$ cat config.mk
export PLATFORM = sky130hd
export DESIGN_NAME = adc_regif
export DESIGN_NICKNAME = d
export VERILOG_FILES = /design/src/rtl/adc_regif_pkg.sv /design/src/rtl/adc_conv_stub.sv /design/src/rtl/adc_regif_ctrl.sv /design/src/rtl/adc_regif_dp.sv /design/src/rtl/adc_regif.sv
export SDC_FILE = /design/constraint.sdc
export NUM_CORES = 1
export LEC_CHECK = 0
export ABC_CLOCK_PERIOD_IN_PS = 2350
export BUFFER_PORTS_ARGS = -buffer_cell sky130_fd_sc_hd__buf_2
export CORE_AREA = 2 2 49 97
export DETAILED_ROUTE_END_ITERATION = 16
export DIE_AREA = 0 0 51 99
export SKIP_CTS_REPAIR_TIMING = 1
export SYNTH_ARGS = -nofsm -noshare
export SYNTH_HDL_FRONTEND = slang
export SYNTH_SLANG_ARGS = --single-unit
$ cat constraint.sdc
create_clock -name clk -period 2.35 [get_ports clk]
set_clock_uncertainty 0.2 [all_clocks]
set_input_delay 0.1175 -clock clk [delete_from_list [all_inputs] [get_ports clk]]
set_output_delay 0.1175 -clock clk [all_outputs]
set_load 0.05 [all_outputs]
$ cat src/rtl/adc_regif_pkg.sv
package adc_regif_pkg;
  localparam int DATA_W = 8;
  localparam int ADDR_W = 2;
  localparam int CH_W = 5;
  localparam int DEF_NUM_CH = 8;
  localparam int DEF_RES_W = 10;
  localparam int DEF_CONV_CYCLES = 17;

  localparam logic [ADDR_W-1:0] ADDR_CTRL = 2'd0;
  localparam logic [ADDR_W-1:0] ADDR_HI   = 2'd1;
  localparam logic [ADDR_W-1:0] ADDR_LO   = 2'd2;

  typedef struct packed {
    logic ctrlWr;
    logic hiRd;
    logic loRd;
    logic doneTake;
  } strobe_t;

  typedef struct packed {
    logic intEn;
    logic contEn;
    logic [CH_W-1:0] chan;
  } ctrl_t;
endpackage

$ cat src/rtl/adc_conv_stub.sv
module adc_conv_stub #(
  parameter int RES_W = 10,
  parameter int CONV_CYCLES = 17
) (
  input  logic             clk,
  input  logic             rstN,
  input  logic             convStart,
  input  logic             convStop,
  input  logic [RES_W-1:0] sampleIn,
  output logic             convDone,
  output logic [RES_W-1:0] convResult
);
  localparam int CNT_W = $clog2(CONV_CYCLES + 1);
  localparam logic [CNT_W-1:0] CNT_LOAD = CNT_W'(CONV_CYCLES - 1);

  logic busy;
  logic [CNT_W-1:0] cnt;

  always_ff @(posedge clk or negedge rstN) begin
    if (!rstN) begin
      busy <= 1'b0;
      cnt  <= '0;
    end else if (convStart) begin
      busy <= 1'b1;
      cnt  <= CNT_LOAD;
    end else if (convStop) begin
      busy <= 1'b0;
    end else if (busy && cnt != '0) begin
      cnt <= cnt - 1'b1;
    end
  end

  assign convDone   = busy && (cnt == '0);
  assign convResult = sampleIn;
endmodule

$ cat src/rtl/adc_regif_ctrl.sv
module adc_regif_ctrl
  import adc_regif_pkg::*;
#(
  parameter int NUM_CH = 8
) (
  input  logic [ADDR_W-1:0] busAddr,
  input  logic              busWr,
  input  logic              busRd,
  input  logic [CH_W-1:0]   wrChan,
  input  logic              contNow,
  input  logic              convDone,
  output strobe_t           stb,
  output logic              convStart,
  output logic              convStop
);
  logic wrChanOk;

  always_comb begin
    stb.ctrlWr   = busWr && (busAddr == ADDR_CTRL);
    stb.hiRd     = busRd && (busAddr == ADDR_HI);
    stb.loRd     = busRd && (busAddr == ADDR_LO);
    // a control write aborts the conversion, so a simultaneous completion is dropped
    stb.doneTake = convDone && !stb.ctrlWr;
    wrChanOk     = wrChan < CH_W'(NUM_CH);
    convStart    = (stb.ctrlWr && wrChanOk) || (stb.doneTake && contNow);
    convStop     = (stb.ctrlWr && !wrChanOk) || (stb.doneTake && !contNow);
  end
endmodule

$ cat src/rtl/adc_regif_dp.sv
module adc_regif_dp
  import adc_regif_pkg::*;
#(
  parameter int RES_W = 10
) (
  input  logic              clk,
  input  logic              rstN,
  input  strobe_t           stb,
  input  logic [ADDR_W-1:0] busAddr,
  input  logic [DATA_W-2:0] wrFields,
  input  logic [RES_W-1:0]  convResult,
  output ctrl_t             ctrlNow,
  output logic [DATA_W-1:0] busRdData,
  output logic              irqReq
);
  localparam int WIDE_W = 2 * DATA_W;

  ctrl_t ctrlReg;
  logic flagReg, irqReg, loFrozen;
  logic [DATA_W-1:0] resHi, resLo, loHold;
  logic [WIDE_W-1:0] resWide;

  assign resWide = WIDE_W'(convResult);

  always_ff @(posedge clk or negedge rstN) begin
    if (!rstN) begin
      ctrlReg  <= '{intEn: 1'b0, contEn: 1'b0, chan: '1};
      flagReg  <= 1'b0;
      irqReg   <= 1'b0;
      resHi    <= '0;
      resLo    <= '0;
      loHold   <= '0;
      loFrozen <= 1'b0;
    end else begin
      if (stb.ctrlWr) ctrlReg <= ctrl_t'(wrFields);

      if (stb.doneTake && !ctrlReg.intEn) flagReg <= 1'b1;
      else if (stb.hiRd || stb.loRd) flagReg <= 1'b0;
      else if (stb.ctrlWr && wrFields[DATA_W-2]) flagReg <= 1'b0;

      if (stb.doneTake && ctrlReg.intEn) irqReg <= 1'b1;
      else if (stb.hiRd || stb.loRd || stb.ctrlWr) irqReg <= 1'b0;

      if (stb.doneTake) begin
        resHi <= resWide[WIDE_W-1:DATA_W];
        resLo <= resWide[DATA_W-1:0];
      end

      if (stb.hiRd) begin
        loHold   <= resLo;
        loFrozen <= 1'b1;
      end else if (stb.loRd) begin
        loFrozen <= 1'b0;
      end
    end
  end

  always_comb begin
    unique case (busAddr)
      ADDR_CTRL: busRdData = {flagReg & ~ctrlReg.intEn, ctrlReg};
      ADDR_HI:   busRdData = resHi;
      ADDR_LO:   busRdData = loFrozen ? loHold : resLo;
      default:   busRdData = '0;
    endcase
  end

  assign ctrlNow = ctrlReg;
  assign irqReq  = irqReg;
endmodule

$ cat src/rtl/adc_regif.sv
module adc_regif
  import adc_regif_pkg::*;
#(
  parameter int NUM_CH = DEF_NUM_CH,
  parameter int RES_W = DEF_RES_W,
  parameter int CONV_CYCLES = DEF_CONV_CYCLES
) (
  input  logic              clk,
  input  logic              rstN,
  input  logic [ADDR_W-1:0] busAddr,
  input  logic [DATA_W-1:0] busWrData,
  input  logic              busWr,
  input  logic              busRd,
  output logic [DATA_W-1:0] busRdData,
  output logic              irqReq,
  input  logic [RES_W-1:0]  sampleIn
);
  strobe_t stb;
  ctrl_t ctrlNow;
  logic convStart, convStop, convDone;
  logic [RES_W-1:0] convResult;
  logic unusedWrTop;

  assign unusedWrTop = busWrData[DATA_W-1];

  adc_regif_ctrl #(.NUM_CH(NUM_CH)) u_ctrl (
    .busAddr(busAddr), .busWr(busWr), .busRd(busRd),
    .wrChan(busWrData[CH_W-1:0]), .contNow(ctrlNow.contEn),
    .convDone(convDone), .stb(stb),
    .convStart(convStart), .convStop(convStop)
  );

  adc_regif_dp #(.RES_W(RES_W)) u_dp (
    .clk(clk), .rstN(rstN), .stb(stb), .busAddr(busAddr),
    .wrFields(busWrData[DATA_W-2:0]), .convResult(convResult),
    .ctrlNow(ctrlNow), .busRdData(busRdData), .irqReq(irqReq)
  );

  adc_conv_stub #(.RES_W(RES_W), .CONV_CYCLES(CONV_CYCLES)) u_conv (
    .clk(clk), .rstN(rstN), .convStart(convStart), .convStop(convStop),
    .sampleIn(sampleIn), .convDone(convDone), .convResult(convResult)
  );
endmodule

==> results of run 1 <==
## final cells by class
| cell class | instances | share of cell area (%) |
|---|---|---|
| clock buffers | 7 | 3.984 |
| flip-flops and latches | 34 | 39.55 |
| clock inverters | 1 | 0.2309 |
| multi-input cells | 103 | 34.76 |
| well taps | 54 | 3.118 |
| repair buffers | 55 | 17.67 |
| inverters | 4 | 0.6928 |
## stage by stage
step                setup WS (ns)  total power (µW)  utilization, %  instances
global placement           0.3019              1586           43.88        231
detailed placement         0.2014              1634           43.88        231
CTS                        0.1845              2083           46.01        239
floorplan                  0.1612              1450               -        149
global route              0.03483              2224           50.44        258
finish                     0.1922              2089           50.44        258
## worst max-delay path, cell delays in order, from the launching register on
cell and delay [ns]:
dfrtp_1 0.40, inv_1 0.08, ha_1 0.21, nor4b_4 0.31, nand3_1 0.29, buf_4 0.27, mux2_2 0.28
## power by group through the flow
stage	registers, µW	logic [µW]	clock network, µW
after floorplan	947	503	0
after global placement	983	602	0
after detailed placement	1000	632	0
after CTS	991	634	458
after global routing	1030	716	483
final	992	652	445
## how the worst max path moves through the flow
stage | start | end | slack (ns) | cells after the start
5_1_grt | u_conv.cnt[0] | u_dp.resHi[0] | 0.03 | 6
4_1_cts | u_conv.cnt[0] | u_dp.resHi[1] | 0.18 | 6
6_report | u_conv.cnt[0] | u_dp.resHi[1] | 0.19 | 6
3_3_place_gp | u_conv.cnt[0] | u_dp.resHi[0] | 0.30 | 6
3_5_place_dp | u_conv.cnt[0] | u_dp.resHi[1] | 0.20 | 6
2_1_floorplan | u_dp.loFrozen | busRdData[2] | 0.16 | 3
## routing by layer
layer	GRT usage [%]	vias to the layer above	wire, µm
met5	0	-	0
met1	18.41	624	1485
li1	-	642	-
met3	4.242	5	143
met4	8.524	0	78
met2	27.27	28	2031
## registers in the layout, indices dropped and copies added, names as in the netlist
register,flops
u_dp.loHold,8
u_dp.resLo,8
u_dp.ctrlNow,7
u_conv.cnt,5
u_dp.resHi,2
u_conv.busy,1
u_dp.flagReg,1
u_dp.irqReq,1
u_dp.loFrozen,1
## cells in the final DEF (no fill, tap or decap), types with 2 or more instances in the layout
cell type      instances
nor3b_1                2
nor2_1                 6
buf_2                 31
mux2i_1                9
a211oi_1               5
dfrtp_1               29
o21ai_0                5
dlygate4sd3_1         19
a21oi_1                5
dfstp_2                5
nand3b_1               2
o211ai_1               2
buf_4                  5
inv_1                  4
a31o_2                 2
or4b_1                 2
mux2_2                19
nand2b_1               2
nand2_1               24
clkbuf_8               6
o22ai_1                4
## kinds of logic after synthesis
family                   count (synthesis)
multiplexers                            28
AND/OR/NAND/NOR                         49
flip-flops                              34
buffers and inverters                   12
AO/OA/AOI/OAI                           25
adder cells (fa/ha/maj)                  1
==> flow_summary.yaml, run 1 <==
logic_synthesis:
  yosysSeqAreaShare_pct: 51.16
  ys_warn_count: 0
  synthArstFlopShare_pct: 100.0
  synth_compound_area_share_pct: 9.634
  synth_top_flop_cell: "dfrtp_1"
  yosysMostFrequentCell: "dfrtp_1"
  synth_xor_xnor_area_share_pct: 0
  synth_top_family_by_area: "multiplexers"
  synthSimpleGateAreaFrac_pct: 16.43
  ys_top_cells_by_area: "dfrtp_1 (43%), mux2_2 (13%), dfstp_2 (7.8%), mux2i_1 (5.4%), nand2_1 (5.4%)"
  syn_nets: 174
  synth_fa_ha_area_share_pct: 0.7468
  synth_seq_cells: 34
  ys_types: 36
  avgSynthCellArea_um2: 11.24
  synthMuxAreaShare_pct: 18.15
  synth_commonest_cells: "dfrtp_1 (29), nand2_1 (24), mux2_2 (19)"
  netlist.area_leader.share_pct: 43.32
  synth_area_leader_cell: "dfrtp_1"
  syn_area_mm2: 0.001675
  synth_edf_count: 0
  syn_inst: 149
timing:
  hold_violations: 0
  setup-tns-final_ns: 0
  fin_crit_sh_pct: 91.82
  grt_setup_unrepaired: "false"
  maxSlewViolCount: 0
  hold_slack_ns: 0.05850
  fmax_ghz: 0.4634
  worst_slew_pin_slew_ns: 0.7862
  max_slew_margin_pct: 47.59
  fin_crit_ns: 2.158
  setup_viol: 0
floorplan:
  die_width_um: 51
  placementRows: 34
  die_h_um: 99
  die_area_mm2: 0.005049
  core_mm2: 0.004297
  ios: 33
  start_util_pct: 38.99
pwr:
  ir_drop_mv: 0.5812
  clkPwrFrac_pct: 21.3
  seqPwrFrac_pct: 47.5
  powerDensity_mw_per_mm2: 963.9
  power_switching_uw: 705.2
  swShare_pct: 33.76
  p_leak_uw: 0.001042
  internal-power_uw: 1384
  comb_power_share_pct: 31.2
setup_path:
  critPathLaunchType: "flop"
  reg2regPathDepth: 6
  cp_data_arrival_time_ns: 2.13
  worst_r2r_startpoint: "u_conv.cnt[0]"
  critPathKind: "flop to flop"
  endpoint_kind: "flop"
  critPathRequiredTime_ns: 2.32
  timing.rr.end: "u_dp.resHi[1]"
  reg2reg_slack_ns: 0.19
  crit_path_max_fanout: 8
placed_design:
  placed_area_mm2: 0.001886
  gp_congestion: 0.7679
  hpwl_um: 2679
  io_buffers: 31
hold_path:
  min_to: "u_dp.flagReg"
  min_path_cells: 4
  worstHoldPathType: "input pin to flop"
  hp-start: "busWr"
global_routing:
  grt_pass1_vias: 1313
  grt_max_degree: 35
  grt-ovfl-total: 0
  grt_pass1_wl_um: 6120
  antenna_found_initial: 0
  grt_use_total_pct: 16.29
finish:
  seqCellArea_um2: 857.1
  multi_input_area_um2: 753.2
  nets: 228
  layout-drive-gt1-share_pct: 36.27
  fill_cells: 395
  post-route-cell-area_mm2: 0.002167
  diodes: 0
  area_delta_synth_final_pct: 29.35
cts:
  clockBufferDepth: 2
  cts_sinks: 34
  ctsRootBufferMaster: "clkbuf_8"
  clock_latency_ns: 0.29
  htree_levels: 2
  cts_buffers: 5
  cts_tree: "done"
  clk_pin_slew_worst_paths_ns: 0.07
job:
  maxCapViolations: 0
routing:
  ant_nets: 0
  num_vias: 1299
  drc: 0
  wl_um: 3739
  drtPass1Iterations: 4
  drtIter0Drc: 20
  viasPerCell: 5.035
  routedWlPerCell_um: 14.49
status:
  status: "finished clean"
(Power assumes the default switching activity.)
==> inputs of run 2 (changes only) <==
--- a/constraint.sdc
+++ b/constraint.sdc
@@ -3,3 +3,3 @@
 set_input_delay 0.1175 -clock clk [delete_from_list [all_inputs] [get_ports clk]]
 set_output_delay 0.1175 -clock clk [all_outputs]
-set_load 0.05 [all_outputs]
+set_load 0.005 [all_outputs]
==> run 2 against run 1 <==
Worst setup slack better by 0.055 ns. Combinational power down 16%. Global-route usage down 0.13 points. Wire length down 0.16%. Worst hold slack worse by 0.010 ns. Sequential power up 0.4%. Total power down 5.1%. Final area up 0.35%. Register-to-register slack better by 0.06 ns. Maximum frequency up 2.6%.
==> flow_summary.yaml, run 2 (synthesis gave the netlist of run 1 again) <==
status:
  status: "finished clean"
global_routing:
  grt_pass1_vias: 1316
  gr-usage-met3_pct: 3.485
  use_met1_pct: 17.31
  grt_use_total_pct: 16.16
  grt_max_degree: 35
  grt-ovfl-total: 0
  use_met2_pct: 28.87
  antenna_found_initial: 0
  grt_pass1_wl_um: 6182
  grt.busiest_layer: "met2"
cts:
  htree_levels: 2
  ctsRootBufferMaster: "clkbuf_8"
  clock_latency_ns: 0.28
  clockBufferDepth: 2
  cts_tree: "done"
  clk_pin_slew_worst_paths_ns: 0.07
  cts_sinks: 34
  cts_buffers: 5
setup_path:
  critPathRequiredTime_ns: 2.32
  critPathKind: "flop to flop"
  reg2reg_slack_ns: 0.25
  crit_path_max_fanout: 8
  endpoint_kind: "flop"
  cp_data_arrival_time_ns: 2.07
  critPathLaunchType: "flop"
routing:
  ant_nets: 0
  drc: 0
  viasPerCell: 5.170
  wl_um: 3733
  drtPass1Iterations: 4
  routedWlPerCell_um: 14.41
  drtIter0Drc: 23
  num_vias: 1339
timing:
  max_slew_margin_pct: 49.18
  hold_violations: 0
  maxSlewViolCount: 0
  fin_crit_ns: 2.102
  fin_crit_sh_pct: 89.46
  grt_setup_unrepaired: "false"
  setup_slack_ns: 0.2477
  fmax_ghz: 0.4757
  setup_viol: 0
  worst_slew_pin_slew_ns: 0.7623
  setup-tns-final_ns: 0
pwr:
  ir_drop_mv: 0.5357
  p_leak_uw: 0.001046
  internal-power_uw: 1383
  swShare_pct: 30.24
  seqPwrFrac_pct: 50.2
  power_switching_uw: 599.5
  powerDensity_mw_per_mm2: 911.7
  clkPwrFrac_pct: 22.1
  comb_power_share_pct: 27.6
placed_design:
  hpwl_um: 2740
  placed_area_mm2: 0.001893
  place_ws_ns: 0.2437
  gp_congestion: 0.8299
  io_buffers: 31
finish:
  area_delta_synth_final_pct: 29.80
  fill_cells: 404
  multi_input_area_um2: 753.2
  layout-drive-gt1-share_pct: 36.59
  final_common_cell: "buf_2"
  layout_common_cells: "buf_2 (31), dfrtp_1 (29), nand2_1 (24), mux2_2 (19), dlygate4sd3_1 (19)"
  diodes: 0
  nets: 229
  seqCellArea_um2: 857.1
  post-route-cell-area_mm2: 0.002175
floorplan:
  placementRows: 34
  core_mm2: 0.004297
  die_h_um: 99
  die_area_mm2: 0.005049
  ios: 33
  die_width_um: 51
  start_util_pct: 38.99
job:
  maxCapViolations: 0
hold_path:
  worstHoldPathType: "input pin to flop"
-- run 2: cell count changes in the layout (fill, tap and decap cells not counted) --
cell	before	now
buf_4	5	6
-- run 2: metrics by stage --
| stage | total power (µW) | instances | hold slack, ns | util [%] |
|---|---|---|---|---|
| 2_1_floorplan | 1351 | 149 | -0.3781 | - |
| 3_3_place_gp | 1481 | 232 | 0.02743 | 44.06 |
| 3_5_place_dp | 1532 | 232 | 0.03995 | 44.06 |
| 4_1_cts | 1976 | 240 | -0.2638 | 46.19 |
| 5_1_grt | 2121 | 259 | 0.06849 | 50.61 |
| 6_report | 1983 | 259 | 0.04840 | 50.61 |
-- run 2: final cells by class --
cell class / count / share of cell area [%]
tap: 54 / 3.107
inverter: 4 / 0.6904
timing repair buffer: 56 / 17.95
multi-input combinational: 103 / 34.64
clock inverter: 1 / 0.2301
sequential: 34 / 39.41
clock buffer: 7 / 3.970
-- run 2: worst max-delay path, stage by stage, from the launching register on --
cell	delay [ns]
dfrtp_1	0.40
inv_1	0.08
ha_1	0.21
nor4b_4	0.28
nand3_1	0.28
buf_4	0.26
mux2_2	0.28
-- run 2: power by group through the flow --
stage / logic (µW) / clock network, µW / registers [µW]
floorplan: 410 / 0 / 941
global placement: 502 / 0 / 980
detailed placement: 531 / 0 / 1000
CTS: 533 / 452 / 991
global route: 615 / 480 / 1030
finish: 548 / 439 / 996
-- run 2: layer usage --
layer / vias to the layer above / part of all wire, %
li1: 645 / -
met1: 657 / 40
met2: 30 / 54
met3: 7 / 3.5
met4: 0 / 2.3
met5: - / 0
-- run 2: path summary, 6_finish.rpt --
| check | start | end | depth (start not counted) |
|---|---|---|---|
| worst max-delay path | u_conv.cnt[0] | u_dp.resHi[0] | 6 |
| min in group asynchronous | rstN | u_dp.resLo[0] | 2 |
| worst min register to register | u_dp.ctrlNow[4] | u_dp.ctrlNow[4] | 2 |
| worst min-delay path | busWr | u_dp.irqReq | 4 |
| max in group asynchronous | rstN | u_dp.resLo[5] | 2 |
| worst max register to register | u_conv.cnt[0] | u_dp.resHi[0] | 6 |
